## src/rtl/audio_tx_pkg.sv

```systemverilog
package audio_tx_pkg;

  typedef enum logic [1:0] {
    FMT_I2S   = 2'd0,
    FMT_LEFT  = 2'd1,
    FMT_RIGHT = 2'd2,
    FMT_SPARE = 2'd3
  } frame_fmt_e;

  typedef enum logic [1:0] {
    CH_STEREO = 2'd0,
    CH_MUTE   = 2'd1,
    CH_MONO_L = 2'd2,
    CH_MONO_R = 2'd3
  } ch_mode_e;

  localparam logic CHAN_L = 1'b0;
  localparam logic CHAN_R = 1'b1;

endpackage

```

## src/rtl/sertx_bitclk.sv

```systemverilog
module sertx_bitclk #(
  parameter int DIV_W = 8
) (
  input  logic             clk,
  input  logic             rst_n,
  input  logic             run,
  input  logic [DIV_W-1:0] div,
  output logic             phase,
  output logic             bit_end
);

  logic [DIV_W-1:0] cnt_q, cnt_n;
  logic             phase_q, phase_n;
  logic             half_done;

  assign half_done = (cnt_q == div);

  always_comb begin
    cnt_n   = cnt_q;
    phase_n = phase_q;
    if (!run) begin
      cnt_n   = '0;
      phase_n = 1'b0;
    end else if (half_done) begin
      cnt_n   = '0;
      phase_n = ~phase_q;
    end else begin
      cnt_n = cnt_q + DIV_W'(1);
    end
  end

  always_ff @(posedge clk or negedge rst_n) begin
    if (!rst_n) begin
      cnt_q   <= '0;
      phase_q <= 1'b0;
    end else begin
      cnt_q   <= cnt_n;
      phase_q <= phase_n;
    end
  end

  assign phase   = phase_q;
  assign bit_end = run & phase_q & half_done;

  // the bit clock level holds until its half-period count completes
  a_r2_phase_holds: assert property (@(posedge clk) disable iff (!rst_n)
    (run && $past(run) && ($past(cnt_q) != $past(div))) |-> $stable(phase_q));

endmodule

```

## src/rtl/sertx_framer.sv

```systemverilog
module sertx_framer
  import audio_tx_pkg::*;
#(
  parameter int SAMPLE_W = 16,
  parameter int FIELD_W  = 5,
  parameter int IDX_W    = 6,
  parameter int WORD_W   = 2 * SAMPLE_W
) (
  input  logic               clk,
  input  logic               rst_n,
  input  logic               tx_enable,
  input  logic               bit_end,
  input  logic [FIELD_W-1:0] slot_ext,
  input  logic [1:0]         chan_mode,
  input  logic               fifo_empty,
  input  logic [WORD_W-1:0]  fifo_rdata,
  output logic               fifo_pop,
  output logic               running,
  output logic               chan,
  output logic [IDX_W-1:0]   idx,
  output logic [WORD_W-1:0]  pair,
  output logic [1:0]         mode
);

  logic              running_q, running_n;
  logic              chan_q, chan_n;
  logic [IDX_W-1:0]  idx_q, idx_n;
  logic [WORD_W-1:0] pair_q, pair_n;
  logic [1:0]        mode_q, mode_n;
  logic [IDX_W-1:0]  slot_last;
  logic              at_last, left_end, stop_now, upd;

  assign slot_last = IDX_W'(SAMPLE_W) + IDX_W'(slot_ext) - IDX_W'(1);
  assign at_last   = (idx_q == slot_last);
  assign left_end  = running_q & bit_end & at_last & (chan_q == CHAN_L);
  assign stop_now  = left_end & ~tx_enable & fifo_empty;
  assign upd       = ~running_q | bit_end;

  always_comb begin
    running_n = running_q;
    chan_n    = chan_q;
    idx_n     = idx_q;
    pair_n    = pair_q;
    mode_n    = mode_q;
    if (!running_q) begin
      if (tx_enable) begin
        running_n = 1'b1;
        chan_n    = CHAN_L;
        idx_n     = '0;
        pair_n    = '0;
        mode_n    = chan_mode;
      end
    end else if (bit_end) begin
      if (at_last) begin
        idx_n = '0;
        if (chan_q == CHAN_L) begin
          if (stop_now) begin
            running_n = 1'b0;
          end else begin
            chan_n = CHAN_R;
            pair_n = fifo_empty ? '0 : fifo_rdata;
            mode_n = chan_mode;
          end
        end else begin
          chan_n = CHAN_L;
        end
      end else begin
        idx_n = idx_q + IDX_W'(1);
      end
    end
  end

  always_ff @(posedge clk or negedge rst_n) begin
    if (!rst_n) begin
      running_q <= 1'b0;
      chan_q    <= CHAN_L;
      idx_q     <= '0;
      pair_q    <= '0;
      mode_q    <= 2'd0;
    end else if (upd) begin
      running_q <= running_n;
      chan_q    <= chan_n;
      idx_q     <= idx_n;
      pair_q    <= pair_n;
      mode_q    <= mode_n;
    end
  end

  assign fifo_pop = left_end & ~fifo_empty;
  assign running  = running_q;
  assign chan     = chan_q;
  assign idx      = idx_q;
  assign pair     = pair_q;
  assign mode     = mode_q;

  // channel mode is only re-sampled at a left-slot end
  a_r8_mode_only_at_pair_end: assert property (@(posedge clk) disable iff (!rst_n)
    (running_q && $past(running_q) && !$past(left_end)) |-> $stable(mode_q));

  // slot position advances only when a bit period ends
  a_r3_slot_moves_on_bit_end: assert property (@(posedge clk) disable iff (!rst_n)
    (running_q && $past(running_q) && !$past(bit_end)) |-> ($stable(chan_q) && $stable(idx_q)));

endmodule

```

## src/rtl/sertx_bitsel.sv

```systemverilog
module sertx_bitsel
  import audio_tx_pkg::*;
#(
  parameter int SAMPLE_W = 16,
  parameter int FIELD_W  = 5,
  parameter int IDX_W    = 6,
  parameter int WORD_W   = 2 * SAMPLE_W
) (
  input  logic [WORD_W-1:0]  pair,
  input  logic               chan,
  input  logic [IDX_W-1:0]   idx,
  input  logic [1:0]         fmt_sel,
  input  logic [FIELD_W-1:0] slot_ext,
  input  logic [1:0]         mode,
  output logic               data_bit
);

  logic [IDX_W-1:0]    lead;
  logic [IDX_W-1:0]    rel;
  logic [IDX_W-1:0]    pos;
  logic                in_window;
  logic                silenced;
  logic [SAMPLE_W-1:0] sample;
  logic [SAMPLE_W-1:0] hits;

  always_comb begin
    case (frame_fmt_e'(fmt_sel))
      FMT_I2S:   lead = IDX_W'(1);
      FMT_RIGHT: lead = IDX_W'(slot_ext);
      default:   lead = '0;
    endcase
  end

  assign rel       = idx - lead;
  assign in_window = (idx >= lead) && (rel < IDX_W'(SAMPLE_W));
  assign pos       = IDX_W'(SAMPLE_W - 1) - rel;
  assign sample    = (chan == CHAN_R) ? pair[SAMPLE_W-1:0] : pair[WORD_W-1:SAMPLE_W];

  genvar b;
  generate
    for (b = 0; b < SAMPLE_W; b++) begin : g_pick
      assign hits[b] = (pos == IDX_W'(b)) & sample[b];
    end
  endgenerate

  always_comb begin
    case (ch_mode_e'(mode))
      CH_MUTE:   silenced = 1'b1;
      CH_MONO_L: silenced = (chan == CHAN_R);
      CH_MONO_R: silenced = (chan == CHAN_L);
      default:   silenced = 1'b0;
    endcase
  end

  assign data_bit = in_window & ~silenced & (|hits);

endmodule

```

## src/rtl/audio_serial_tx.sv

```systemverilog
module audio_serial_tx
  import audio_tx_pkg::*;
#(
  parameter int SAMPLE_W = 16,
  parameter int FIELD_W  = 5,
  parameter int DIV_W    = 8
) (
  input  logic                  clk,
  input  logic                  rst_n,
  input  logic                  tx_enable,
  input  logic [1:0]            fmt_sel,
  input  logic [FIELD_W-1:0]    slot_ext,
  input  logic [DIV_W-1:0]      bclk_half,
  input  logic                  ws_left_high,
  input  logic                  bclk_invert,
  input  logic [1:0]            chan_mode,
  input  logic                  fifo_empty,
  input  logic [2*SAMPLE_W-1:0] fifo_rdata,
  output logic                  fifo_pop,
  output logic                  busy,
  output logic                  ws_o,
  output logic                  bclk_o,
  output logic                  sdo_o
);

  localparam int WORD_W = 2 * SAMPLE_W;
  localparam int IDX_W  = $clog2(SAMPLE_W + (1 << FIELD_W));

  logic              running;
  logic              phase;
  logic              bit_end;
  logic              chan;
  logic [IDX_W-1:0]  idx;
  logic [WORD_W-1:0] pair;
  logic [1:0]        mode;
  logic              data_bit;

  sertx_bitclk #(.DIV_W(DIV_W)) u_bitclk (
    .clk     (clk),
    .rst_n   (rst_n),
    .run     (running),
    .div     (bclk_half),
    .phase   (phase),
    .bit_end (bit_end)
  );

  sertx_framer #(
    .SAMPLE_W(SAMPLE_W), .FIELD_W(FIELD_W), .IDX_W(IDX_W), .WORD_W(WORD_W)
  ) u_framer (
    .clk        (clk),
    .rst_n      (rst_n),
    .tx_enable  (tx_enable),
    .bit_end    (bit_end),
    .slot_ext   (slot_ext),
    .chan_mode  (chan_mode),
    .fifo_empty (fifo_empty),
    .fifo_rdata (fifo_rdata),
    .fifo_pop   (fifo_pop),
    .running    (running),
    .chan       (chan),
    .idx        (idx),
    .pair       (pair),
    .mode       (mode)
  );

  sertx_bitsel #(
    .SAMPLE_W(SAMPLE_W), .FIELD_W(FIELD_W), .IDX_W(IDX_W), .WORD_W(WORD_W)
  ) u_bitsel (
    .pair     (pair),
    .chan     (chan),
    .idx      (idx),
    .fmt_sel  (fmt_sel),
    .slot_ext (slot_ext),
    .mode     (mode),
    .data_bit (data_bit)
  );

  assign busy   = running;
  assign bclk_o = running & (phase ^ bclk_invert);
  assign ws_o   = running ? (chan ^ ws_left_high) : ws_left_high;
  assign sdo_o  = running & data_bit;

  // idle pin levels
  a_r1_idle_pins: assert property (@(posedge clk) disable iff (!rst_n)
    !busy |-> (!bclk_o && !sdo_o && !fifo_pop && (ws_o == ws_left_high)));

  // a pop is never issued against an empty FIFO
  a_r10_pop_needs_data: assert property (@(posedge clk) disable iff (!rst_n)
    fifo_pop |-> !fifo_empty);

  // a pair latched in mute mode never drives the data line
  a_r6_mute_silent: assert property (@(posedge clk) disable iff (!rst_n)
    (busy && (mode == CH_MUTE)) |-> !sdo_o);

  // in I2S framing the first bit of each slot is the delay bit
  a_r5_i2s_delay_bit: assert property (@(posedge clk) disable iff (!rst_n)
    (busy && (fmt_sel == FMT_I2S) && (idx == '0)) |-> !sdo_o);

endmodule

```

## config.mk

```make
export PLATFORM = sky130hd
export DESIGN_NAME = audio_serial_tx
export DESIGN_NICKNAME = d
export VERILOG_FILES = /design/src/rtl/audio_tx_pkg.sv /design/src/rtl/sertx_bitclk.sv /design/src/rtl/sertx_framer.sv /design/src/rtl/sertx_bitsel.sv /design/src/rtl/audio_serial_tx.sv
export SDC_FILE = /design/constraint.sdc
export NUM_CORES = 1
export LEC_CHECK = 0
export BUFFER_PORTS_ARGS = -buffer_cell sky130_fd_sc_hd__buf_2
export CAP_MARGIN = 10
export CORE_MARGIN = 3
export CORE_UTILIZATION = 52
export DETAILED_ROUTE_END_ITERATION = 16
export PLACE_DENSITY = 0.77
export SYNTH_ARGS = -nofsm -noshare
export SYNTH_HDL_FRONTEND = slang
export SYNTH_SLANG_ARGS = --single-unit
```

## constraint.sdc

```tcl
create_clock -name clk -period 2.9 [get_ports clk]
set_clock_uncertainty 0.1 [all_clocks]
set_input_delay 0.29 -clock clk [delete_from_list [all_inputs] [get_ports clk]]
set_output_delay 0.29 -clock clk [all_outputs]
set_load 0.01 [all_outputs]
```

==> run_results.csv <==
group,metric,value,unit
critical_path,crit_type,"register to output pin",
sta,rsz0062_at_grt,"true",
global_routing,grt_max_degree,33,
drt,wirelength,6.84,mm
critical_path,worstPathArrival,2.71,ns
sta,post-route-min-period,3.10,ns
drt,via_per_inst,5.78,
critical_path,critPathMaxFanout,6,
final_layout,nFillCells,411,
critical_path,critPathLaunch,"u_framer.idx[0]$_DFFE_PN0P_",
power_and_ir_drop,peakVddDrop,0.000302,V
power_and_ir_drop,p_leak,0.00172,uW
logic_synthesis,yosysWarnings,0,
placement,dp_hpwl,5.06,mm
critical_path,r2r-end,"u_framer.pair[20]$_DFFE_PN0P_",
placement,portBuffers,59,
logic_synthesis,synth_common_cells,"dfrtp_1, a22o_1, nor2_1",
logic_synthesis,netlist_instances,282,
die,rows,26,
critical_path,slowest_stage,"fa_2",
drt,detail_route.first_pass.iterations,4,
placement,pre_cts_ws,-0.346,ns
drt,dr_total_vias,2472,
cts,cts_sinks,51,
drt,drt_iter0_drc,148,
final_layout,nets,422,
logic_synthesis,ys_types,47,
cts,htree_levels,2,
critical_path,end_kind,"output pin",
global_routing,grt_pass1_vias,2449,
logic_synthesis,yosysMostFrequentCell,"dfrtp_1",
global_routing,use_met3,0.0318,
logic_synthesis,seq_area_frac_synth,0.430,
logic_synthesis,synth_area_per_cell,10.5,sq um
drt,routedWlPerCell,16.0,um
sta,slew_viol_final,0,
critical_path,cpPeakStageDelay,0.60,ns
sta,fin_setup_tns,-0.201,ns
drt,route.detailed.drc,0,
job,maxCapViolCount,0,
global_routing,met2_usage,0.357,
die,die_y,81.6,um
global_routing,grt_use_met1,0.294,
global_routing,busiest_layer,"met2",
logic_synthesis,synth_top_area_share,0.430,
final_layout,drive_gt1_frac,0.313,
global_routing,antenna_found_initial,0,
global_routing,grt_first_pass_wirelength,11.2,mm
die,core_area,0.00530,sq mm
die,ioPinCount,60,
placement,gp_congestion,0.918,
critical_path,worstRegToRegCells,9,
final_layout,diodes,0,
logic_synthesis,synth-edff-count,0,
cts,cts_max_path_buffers,2,
cts,clock_latency,0.30,ns
final_layout,final_cells,428,
status,violations,"negative setup slack",
sta,period_share,1.07,
critical_path,path_cells,"inv_2 > ha_4 > inv_2 > fa_2 > and2_4 > buf_4 > a221oi_1 > o21ai_1 > o21ai_1 > mux2_4 > a211oi_2 > buf_2",
logic_synthesis,synth_seq_cells,51,
placement,place_area,0.00341,sq mm
sta,maxSlewHeadroom,0.546,
hold_path,hold_path.class,"input port to register",
global_routing,grt-ovfl-total,0,
sta,hold_ws,0.0953,ns
die,dieArea,0.00665,sq mm
critical_path,r2r-start,"u_framer.idx[0]$_DFFE_PN0P_",
final_layout,seqCellArea,0.00128,sq mm
final_layout,fin_area,0.00360,sq mm
critical_path,required,2.51,ns
critical_path,crit_end,"sdo_o",
sta,clock.fmax,322,MHz
die,initial_utilization,0.560,
logic_synthesis,synth_area_leaders,"dfrtp_1, a22o_1, xnor2_1, ha_1, mux2i_1",
final_layout,multi_input_area,0.00164,sq mm
die,dieWidth,81.6,um
placement,dp.cells,416,
logic_synthesis,yosysTopAreaCell,"dfrtp_1",
critical_path,r2r_slack,0.50,ns
sta,setup-violations-final,1,
critical_path,cp-start-kind,"register",
power_and_ir_drop,power_density,572,mW/mm^2
drt,ant_nets,0,
cts,cts_made_buffers,5,
final_layout,syn2layout_area_growth,21.4,%
logic_synthesis,syn_area,0.00297,sq mm
sta,setup_ws,-0.201,ns
cts,cts_tree,"yes",
global_routing,track_usage,0.219,
cts,cts_root_buf,"clkbuf_8",
cts,clkTransAtPathRegs,0.09,ns
logic_synthesis,async_flop_share,1.00,
sta,final_hold_viol_count,0,
sta,worst_slew_pin_slew,0.677,ns
logic_synthesis,synth_ff_type,"dfrtp_1",
logic_synthesis,synthesis.nets,347,
status,run_status,"finished with violations",
final cells by class:
type                            instances  share of cell area
Multi-Input combinational cell        209               0.456
Sequential cell                        51               0.354
Timing Repair Buffer                   79               0.128
Tap cell                               70              0.0243
Clock buffer                            6              0.0229
Inverter                               11              0.0115
Clock inverter                          2             0.00382
stage by stage:
step | power, uW | utilization
after detailed placement | 1530 | 0.644
after floorplan | 1300 | -
final | 2060 | 0.680
after global routing | 2200 | 0.680
after global placement | 1500 | 0.644
after CTS | 2030 | 0.673
cell usage in the layout (no fill, tap or decap), types with 2 or more instances in the layout:
master    instances
a21o_1            3
a21oi_1           3
a221oi_1          7
a22o_1           33
a31oi_1           2
a41oi_1           4
and3_1            7
buf_2            59
buf_4            18
clkbuf_8          6
dfrtp_1          51
ha_1              8
inv_1             9
inv_2             2
mux2_2            4
mux2i_1          10
nand2_1          19
nand2b_1          4
nand3_1           5
nand4_1           3
nor2_1           20
nor2b_1           5
nor2b_4           2
nor3_1            2
nor3b_1           2
o211ai_1          2
o21ai_0           3
o21ai_1           2
o221ai_1          2
o22ai_1           4
o311ai_0          2
or2_2             4
or3_1             2
xnor2_1          16
xor2_1           10
layer usage:
| metal | up-vias | wire length [um] |
|---|---|---|
| met4 | 0 | 100 |
| met1 | 1184 | 3050 |
| met2 | 79 | 3350 |
| met5 | - | 0 |
| met3 | 12 | 345 |
| li1 | 1197 | - |
sequential cells by signal, indices dropped and copies added (netlist names):
register and cells:
u_framer.chan 1, u_framer.mode 2, u_framer.idx 6, u_bitclk.cnt_q 8, u_bitclk.phase 1, u_framer.running 1
u_framer.pair 32
power by group:
part           leakage [uW]  switching, uW  internal (uW)
Combinational      0.000976            374            380
Sequential         0.000690           87.7            784
Clock             0.0000516            238            196
Total               0.00172            700           1360
critical path, delay by kind of cell, from the launching register on:
family | cells | cell delay, ns
adders and majority gates | 2 | 0.73
AOI/OAI and AO/OA | 4 | 0.46
DFF | 1 | 0.40
buffers and inverters | 4 | 0.39
muxes | 1 | 0.27
and+or+nand+nor | 1 | 0.17
how the worst min path moves through the flow:
| stage | slack, ns | startpoint | depth (start not counted) | to |
|---|---|---|---|---|
| final | 0.1 | fifo_rdata[30] | 2 | u_framer.pair[30]$_DFFE_PN0P_ |
| after global routing | 0.08 | fifo_rdata[8] | 2 | u_framer.pair[8]$_DFFE_PN0P_ |
| after CTS | 0.09 | fifo_rdata[8] | 2 | u_framer.pair[8]$_DFFE_PN0P_ |
| after detailed placement | 0.21 | rst_n | 1 | u_framer.idx[2]$_DFFE_PN0P_ |
| after global placement | 0.20 | rst_n | 1 | u_framer.idx[3]$_DFFE_PN0P_ |
| after floorplan | -0.11 | rst_n | 0 | u_bitclk.cnt_q[0]$_DFF_PN0_ |
logic make-up after synthesis:
| kind of cell | share of synthesized area |
|---|---|
| flops | 0.430 |
| mux | 0.0527 |
| simple gates | 0.149 |
| compound gates | 0.208 |
| buf+inv | 0.0388 |
| fa+ha+maj | 0.0447 |
| xor+xnor | 0.0767 |
repair_timing:
item	CTS	global route
endpoints found under the setup margin	1	2
hold buffers	1	0
setup buffers	2	1
resized for setup	13	4
pin swaps	6	2
endpoints found under the hold margin	24	0
(Power assumes the default switching activity.)
